==> src/rtl/srd_pkg.sv <==
package srd_pkg;

    typedef enum logic [2:0] {
        OP_START,
        OP_STOP,
        OP_WADDR,
        OP_WIDX,
        OP_RADDR,
        OP_GETACK,
        OP_RBYTE,
        OP_NACK
    } srd_op_e;

    localparam int STEPS  = 12;
    localparam int STEP_W = $clog2(STEPS);

    typedef struct packed {
        logic scl;
        logic sda;
        logic smp;
    } lines_t;

    // transaction program; its order is the bus protocol itself
    function automatic srd_op_e step_op(input logic [STEP_W-1:0] s);
        srd_op_e o;
        case (s)
            4'd0:    o = OP_START;
            4'd1:    o = OP_WADDR;
            4'd2:    o = OP_GETACK;
            4'd3:    o = OP_WIDX;
            4'd4:    o = OP_GETACK;
            4'd5:    o = OP_STOP;
            4'd6:    o = OP_START;
            4'd7:    o = OP_RADDR;
            4'd8:    o = OP_GETACK;
            4'd9:    o = OP_RBYTE;
            4'd10:   o = OP_NACK;
            default: o = OP_STOP;
        endcase
        return o;
    endfunction

    function automatic logic [3:0] op_bits(input srd_op_e op);
        return (op inside {OP_WADDR, OP_WIDX, OP_RADDR, OP_RBYTE}) ? 4'd8 : 4'd1;
    endfunction

    function automatic logic [1:0] op_subs(input srd_op_e op);
        return (op inside {OP_START, OP_RBYTE, OP_NACK}) ? 2'd2 : 2'd3;
    endfunction

    // wire levels (1 = released) for one sub-phase
    function automatic lines_t op_lines(input srd_op_e op, input logic [1:0] sub,
                                        input logic txbit);
        lines_t r;
        r = '{scl: 1'b1, sda: 1'b1, smp: 1'b0};
        case (op)
            OP_START:  begin r.scl = (sub == 2'd0); r.sda = 1'b0; end
            OP_STOP:   begin r.scl = (sub != 2'd0); r.sda = (sub == 2'd2); end
            OP_WADDR,
            OP_WIDX,
            OP_RADDR:  begin r.scl = (sub == 2'd1); r.sda = txbit; end
            OP_GETACK: begin r.scl = (sub == 2'd1); r.smp = (sub == 2'd1); end
            OP_RBYTE:  begin r.scl = (sub == 2'd0); r.smp = (sub == 2'd0); end
            OP_NACK:   begin r.scl = (sub == 2'd0); end
            default:   r = '{scl: 1'b1, sda: 1'b1, smp: 1'b0};
        endcase
        return r;
    endfunction

endpackage

==> src/rtl/srd_phase_timer.sv <==
module srd_phase_timer #(
    parameter int PHASE_CLKS = 400
) (
    input  logic clk,
    input  logic rst,
    input  logic clear,
    input  logic run,
    output logic tick
);
    localparam int CNT_W = (PHASE_CLKS > 2) ? $clog2(PHASE_CLKS) : 1;
    localparam logic [CNT_W-1:0] LAST = CNT_W'(PHASE_CLKS - 1);

    logic [CNT_W-1:0] cnt_q;

    assign tick = run && (cnt_q == LAST);

    always_ff @(posedge clk) begin
        if (rst || clear || !run) cnt_q <= '0;
        else if (tick)            cnt_q <= '0;
        else                      cnt_q <= cnt_q + 1'b1;
    end


    cnt_range_chk: assert property (@(posedge clk) disable iff (rst)
        cnt_q <= LAST);


    tick_wrap_chk: assert property (@(posedge clk) disable iff (rst)
        tick |=> (cnt_q == '0));

endmodule

==> src/rtl/srd_step_walker.sv <==
module srd_step_walker
    import srd_pkg::*;
(
    input  logic        clk,
    input  logic        rst,
    input  logic        start_req,
    input  logic        tick,
    output logic        busy,
    output srd_op_e     op,
    output logic [2:0]  bit_idx,
    output logic [1:0]  sub,
    output logic        finish
);
    localparam logic [STEP_W-1:0] LAST_STEP = STEP_W'(STEPS - 1);

    logic [STEP_W-1:0] step_q;
    logic [2:0]        bit_q;
    logic [1:0]        sub_q;
    logic              busy_q;
    logic              last_sub, last_bit, last_step;

    assign op        = step_op(step_q);
    assign last_sub  = (sub_q == op_subs(op) - 2'd1);
    assign last_bit  = ({1'b0, bit_q} == op_bits(op) - 4'd1);
    assign last_step = (step_q == LAST_STEP);
    assign finish    = busy_q && tick && last_sub && last_bit && last_step;

    assign busy    = busy_q;
    assign bit_idx = bit_q;
    assign sub     = sub_q;

    always_ff @(posedge clk) begin
        if (rst) begin
            busy_q <= 1'b0;
            step_q <= '0;
            bit_q  <= '0;
            sub_q  <= '0;
        end else if (!busy_q) begin
            if (start_req) begin
                busy_q <= 1'b1;
                step_q <= '0;
                bit_q  <= '0;
                sub_q  <= '0;
            end
        end else if (tick) begin
            if (!last_sub) begin
                sub_q <= sub_q + 1'b1;
            end else begin
                sub_q <= '0;
                if (!last_bit) begin
                    bit_q <= bit_q + 1'b1;
                end else begin
                    bit_q <= '0;
                    if (last_step) busy_q <= 1'b0;
                    else           step_q <= step_q + 1'b1;
                end
            end
        end
    end


    busy_ignore_chk: assert property (@(posedge clk) disable iff (rst)
        (start_req && busy_q && !tick) |=> (busy_q && $stable(step_q)));


    finish_end_chk: assert property (@(posedge clk) disable iff (rst)
        finish |=> !busy_q);

endmodule

==> src/rtl/sensor_reg_reader.sv <==
module sensor_reg_reader
    import srd_pkg::*;
#(
    parameter int PHASE_CLKS = 400
) (
    input  logic       clk,
    input  logic       rst,
    input  logic       start_i,
    input  logic [6:0] dev_addr_i,
    input  logic [7:0] reg_idx_i,
    output logic [7:0] rd_data_o,
    output logic       done_o,
    output logic       err_o,
    output logic       busy_o,
    output logic       scl_low_o,
    output logic       sda_low_o,
    input  logic       sda_in_i
);
    logic       tick, busy, finish, launch;
    srd_op_e    op;
    logic [2:0] bit_idx;
    logic [1:0] sub;
    logic [6:0] addr_q;
    logic [7:0] idx_q, rx_q, txbyte;
    logic       scl_q, sda_q, done_q, err_q;
    lines_t     lv;

    assign launch = start_i && !busy;

    srd_phase_timer #(.PHASE_CLKS(PHASE_CLKS)) u_timer (
        .clk   (clk),
        .rst   (rst),
        .clear (launch),
        .run   (busy),
        .tick  (tick)
    );

    srd_step_walker u_walk (
        .clk       (clk),
        .rst       (rst),
        .start_req (start_i),
        .tick      (tick),
        .busy      (busy),
        .op        (op),
        .bit_idx   (bit_idx),
        .sub       (sub),
        .finish    (finish)
    );

    always_comb begin
        case (op)
            OP_WADDR: txbyte = {addr_q, 1'b0};
            OP_WIDX:  txbyte = idx_q;
            OP_RADDR: txbyte = {addr_q, 1'b1};
            default:  txbyte = 8'h00;
        endcase
        lv = op_lines(op, sub, txbyte[3'd7 - bit_idx]);
    end

    always_ff @(posedge clk) begin
        if (rst) begin
            scl_q  <= 1'b1;
            sda_q  <= 1'b1;
            done_q <= 1'b0;
            err_q  <= 1'b0;
            rx_q   <= '0;
            addr_q <= '0;
            idx_q  <= '0;
        end else begin
            done_q <= finish;
            scl_q  <= busy ? lv.scl : 1'b1;
            sda_q  <= busy ? lv.sda : 1'b1;
            if (launch) begin
                addr_q <= dev_addr_i;
                idx_q  <= reg_idx_i;
                err_q  <= 1'b0;
            end
            if (busy && tick && lv.smp) begin
                if (op == OP_GETACK && sda_in_i) err_q <= 1'b1;
                if (op == OP_RBYTE)              rx_q  <= {rx_q[6:0], sda_in_i};
            end
        end
    end

    assign rd_data_o = rx_q;
    assign done_o    = done_q;
    assign err_o     = err_q;
    assign busy_o    = busy;
    assign scl_low_o = ~scl_q;
    assign sda_low_o = ~sda_q;


    done_pulse_chk: assert property (@(posedge clk) disable iff (rst)
        done_o |-> $fell(busy_o));


    err_sticky_chk: assert property (@(posedge clk) disable iff (rst)
        (err_o && !launch) |=> err_o);


    rel_before_ack_chk: assert property (@(posedge clk) disable iff (rst)
        (busy && (op inside {OP_GETACK, OP_RBYTE, OP_NACK})) |=> !sda_low_o);


    sda_hold_chk: assert property (@(posedge clk) disable iff (rst)
        (!scl_low_o && $past(!scl_low_o) && (sda_low_o != $past(sda_low_o)))
        |-> $past(op inside {OP_START, OP_STOP}));

endmodule

==> config.mk <==
export PLATFORM = sky130hd
export DESIGN_NAME = sensor_reg_reader
export DESIGN_NICKNAME = d
export VERILOG_FILES = /design/src/rtl/srd_pkg.sv /design/src/rtl/srd_phase_timer.sv /design/src/rtl/srd_step_walker.sv /design/src/rtl/sensor_reg_reader.sv
export SDC_FILE = /design/constraint.sdc
export NUM_CORES = 1
export LEC_CHECK = 0
export BUFFER_PORTS_ARGS = -buffer_cell sky130_fd_sc_hd__clkbuf_2
export CAP_MARGIN = 25
export CORE_UTILIZATION = 40
export CTS_CLUSTER_SIZE = 16
export DETAILED_ROUTE_END_ITERATION = 7
export GPL_TIMING_DRIVEN = 0
export MAX_ROUTING_LAYER = met4
export SLEW_MARGIN = 10
export SYNTH_ARGS = -nofsm -noshare
export SYNTH_HDL_FRONTEND = slang
export SYNTH_SLANG_ARGS = --single-unit
==> constraint.sdc <==
create_clock -name clk -period 9.2 [get_ports clk]
set_input_delay 0.46 -clock clk [delete_from_list [all_inputs] [get_ports clk]]
set_output_delay 0.46 -clock clk [all_outputs]
set_load 0.02 [all_outputs]
==> impl_table.tex <==
\begin{tabular}{lr}
\hline
Metric & Value \\
\hline
\multicolumn{2}{l}{\textbf{Yosys}} \\
\quad Fraction of the yosys area taken by sequential cells & 41.6\% \\
\quad Fraction of registers with async set/reset & 0\% \\
\quad Register bit count reported by yosys & 49 \\
\quad Number of flops mapped to enable cells by yosys & 0 \\
\quad Number of standard cells after synthesis & 276 \\
\quad Synth Flop Type & sky130\_fd\_sc\_hd\_\_dfxtp\_1 \\
\quad Syn. warnings & 0 \\
\quad Post-synthesis instance area & 2360 um2 \\
\quad Unique cell type count in the Yosys netlist & 53 \\
\quad Mean instance size in the synthesized netlist & 8.55 um2 \\
\quad Syn nets & 304 \\
\multicolumn{2}{l}{\textbf{Clock network}} \\
\quad CTS clk-pin slew, worst paths & 0.09 ns \\
\quad Post-CTS Hold Fix Bufs & 0 \\
\quad Buffer count from post-CTS setup fixing & 0 \\
\quad Sinks on Clock Net & 49 \\
\quad Clock buffers created by TritonCTS & 5 \\
\quad Largest buffer count on any clock path & 2 \\
\quad Clock insertion delay at the later pin of the skew report & 0.30 ns \\
\quad TritonCTS clock tree & built \\
\quad H-tree level count & 2 \\
\quad Quantity of gates resized following cts & 0 \\
\quad Root buf cell & sky130\_fd\_sc\_hd\_\_clkbuf\_8 \\
\multicolumn{2}{l}{\textbf{Finish}} \\
\quad Area added between synthesis and finish & 15.3\% \\
\quad Most frequent standard cell in the layout excluding fill and tap cells & sky130\_fd\_sc\_hd\_\_dfxtp\_1 \\
\quad Final net count & 342 \\
\quad Antenna Diode Count & 0 \\
\quad Final core utilization & 48.5\% \\
\quad Share of cells above drive strength 1 & 17.1\% \\
\quad Post-route insts no fill & 387 \\
\quad Top library cells by usage in the layout, fill and taps aside & sky130\_fd\_sc\_hd\_\_dfxtp\_1 (49), sky130\_fd\_sc\_hd\_\_nand2\_1 (39), sky130\_fd\_sc\_hd\_\_clkbuf\_2 (31) \\
\multicolumn{2}{l}{\textbf{Die}} \\
\quad DIE AREA & 6210 um2 \\
\quad Core outline area & 5610 um2 \\
\quad Initial core utilization & 42.1\% \\
\quad Placement Rows & 27 \\
\quad I/O pin count & 32 \\
\quad Overall die height & 78.8 um \\
\quad Die outline width & 78.8 um \\
\multicolumn{2}{l}{\textbf{Hold path}} \\
\quad Class of the worst hold path & input pin to flip-flop \\
\quad Count of cells along the worst hold path & 3 \\
\multicolumn{2}{l}{\textbf{Pwr}} \\
\quad Maximum resistive drop on vdd & 71.6 uV \\
\quad Pwr/cell area & 150 nW/um2 \\
\quad Leakage component of the power & 1.01 nW \\
\multicolumn{2}{l}{\textbf{Setup path}} \\
\quad CP Max Fanout & 8 \\
\quad Critical path required time & 9.40 ns \\
\quad Cell depth of the worst flop-to-flop path & 9 \\
\quad Crit start category & flip-flop \\
\quad Arrival time of data at the critical path endpoint & 3.31 ns \\
\quad Category of the most critical setup path & flip-flop to flip-flop \\
\quad Critical Path End Type & flip-flop \\
\multicolumn{2}{l}{\textbf{Routing}} \\
\quad Remaining routing DRC violations & 0 \\
\quad Total wirelength of the detailed-routed design & 4890 um \\
\quad Antenna viol nets, final & 0 \\
\quad Average wire per cell in the routed design & 12.6 um \\
\quad Via/cell ratio & 5.19 \\
\quad DRT Pass-1 Iters & 4 \\
\quad Number of DRC markers after the initial detailed-route iteration & 97 \\
\quad Vias post-DR & 2,007 \\
\multicolumn{2}{l}{\textbf{Timing}} \\
\quad Worst slew margin & 54.6\% \\
\quad Worst Clk Skew & 0.00665 ns \\
\quad Minimum clock period & 3.11 ns \\
\quad Transition at the pin with the smallest max-transition slack & 0.676 ns \\
\quad Setup TNS & 0 ns \\
\quad Total setup violations reported at the end of the flow & 0 \\
\quad Final hold violations & 0 \\
\quad Max Clk Rate & 0.321 GHz \\
\quad RSZ-0062 raised after global routing & false \\
\quad Tcrit/Tclk final & 33.8\% \\
\quad Slew Limit Fails & 0 \\
\multicolumn{2}{l}{\textbf{Placed design}} \\
\quad Post-Place Cells & 379 \\
\quad Port Buf Inserts & 31 \\
\quad Gpl congestion & 0.770 \\
\quad Post-DP HPWL & 3670 um \\
\multicolumn{2}{l}{\textbf{GRT}} \\
\quad Vias in the first global route & 1,859 \\
\quad GRT overflow & 0 \\
\quad Antenna violations before repair & 0 \\
\quad First-pass GRT wire length & 8480 um \\
\quad Pin count of the biggest net entering global routing & 17 \\
\quad Total track usage & 17.6\% \\
\multicolumn{2}{l}{\textbf{Run}} \\
\quad Max cap viols & 0 \\
\multicolumn{2}{l}{\textbf{Status}} \\
\quad Status & completed \\
\hline
\end{tabular}
critical path, stage by stage, from the launching register on:
cell                       delay, ns
sky130_fd_sc_hd__dfxtp_1        0.34
sky130_fd_sc_hd__or4b_1         0.51
sky130_fd_sc_hd__or3_1          0.33
sky130_fd_sc_hd__buf_6          0.15
sky130_fd_sc_hd__a21o_2         0.24
sky130_fd_sc_hd__a22oi_2        0.25
sky130_fd_sc_hd__mux2_2         0.40
sky130_fd_sc_hd__ha_1           0.19
sky130_fd_sc_hd__or4_1          0.52
sky130_fd_sc_hd__o311ai_1       0.09
per-layer routing:
metal / track usage (%) / up-vias / part of all wire (%)
met5: - / - / 0
met4: 4.44 / 0 / 0.76
met3: 3.79 / 4 / 4.6
met2: 26.2 / 40 / 43
met1: 24.3 / 917 / 52
li1: - / 1046 / -
per-stage QoR:
| stage | power [mW] | cell area, um2 | hold WS [ns] | worst slack [ns] |
|---|---|---|---|---|
| after floorplan | 0.248 | 2360 | 0.418 | 6.26 |
| after global placement | 0.260 | 2610 | 0.429 | 6.13 |
| after detailed placement | 0.261 | 2610 | 0.441 | 6.09 |
| after CTS | 0.414 | 2720 | 0.367 | 6.08 |
| after global routing | 0.429 | 2720 | 0.369 | 5.86 |
| final | 0.408 | 2720 | 0.374 | 6.09 |
kinds of logic (layout without fill, tap and decap cells):
| logic type | Yosys count | count (layout) | share of synthesized area, % |
|---|---|---|---|
| muxes | 11 | 11 | 4.77 |
| AOI/OAI and AO/OA | 62 | 62 | 18.1 |
| buffers and inverters | 24 | 63 | 4.35 |
| xor gates and xnor gates | 7 | 7 | 2.60 |
| adders and majority gates | 9 | 9 | 4.77 |
| DFF | 49 | 49 | 41.6 |
| and+or+nand+nor | 114 | 114 | 23.8 |
cell type report:
type | count | area, um2
repair buffers | 31 | 155
clock inverters | 3 | 46.3
inverters | 10 | 37.5
multi-input cells | 203 | 1280
fillers | 585 | 2890
plain buffers | 14 | 65.1
clock buffers | 5 | 68.8
flip-flops and latches | 49 | 981
well taps | 72 | 90.1
worst paths after layout:
kind	startpoint	end	slack (ns)
setup / recovery	u_timer.cnt_q[5]	u_walk.op[2]	6.09
setup reg to reg	u_timer.cnt_q[5]	u_walk.op[2]	6.09
hold reg to reg	addr_q[6]	addr_q[6]	0.46
hold / removal	dev_addr_i[3]	addr_q[3]	0.37
state kept, by name (all words and copies together) (netlist names), 2 cells and up:
signal	cells
addr_q	7
idx_q	8
rd_data_o	8
u_timer.cnt_q	9
u_walk.bit_idx	3
u_walk.op	3
u_walk.step_q	4
u_walk.sub	2
power breakdown:
part           switching [mW]  internal [mW]
Combinational          0.0214         0.0127
Sequential            0.00366          0.218
Clock                  0.0715         0.0813
Total                  0.0965          0.312
synth_stat cells, drive strengths merged, types with 2 or more instances:
| master | number | area (um2) |
|---|---|---|
| a211oi | 2 | 15.0 |
| a21o | 2 | 23.8 |
| a21oi | 24 | 120 |
| a221oi | 9 | 78.8 |
| and2 | 3 | 21.3 |
| and3 | 4 | 27.5 |
| buf | 4 | 27.5 |
| clkbuf | 10 | 37.5 |
| dfxtp | 49 | 981 |
| ha | 9 | 113 |
| inv | 10 | 37.5 |
| mux2 | 2 | 22.5 |
| mux2i | 9 | 90.1 |
| nand2 | 39 | 146 |
| nand2b | 6 | 37.5 |
| nand3 | 6 | 30.0 |
| nand4 | 2 | 12.5 |
| nor2 | 29 | 109 |
| nor2b | 4 | 25.0 |
| nor3 | 7 | 35.0 |
| nor4 | 3 | 33.8 |
| o211ai | 4 | 30.0 |
| o21ai | 8 | 40.0 |
| o2bb2ai | 2 | 17.5 |
| or3 | 3 | 18.8 |
| xnor2 | 4 | 35.0 |
| xor2 | 3 | 26.3 |
Note: power is estimated with default switching activity, not from simulation.
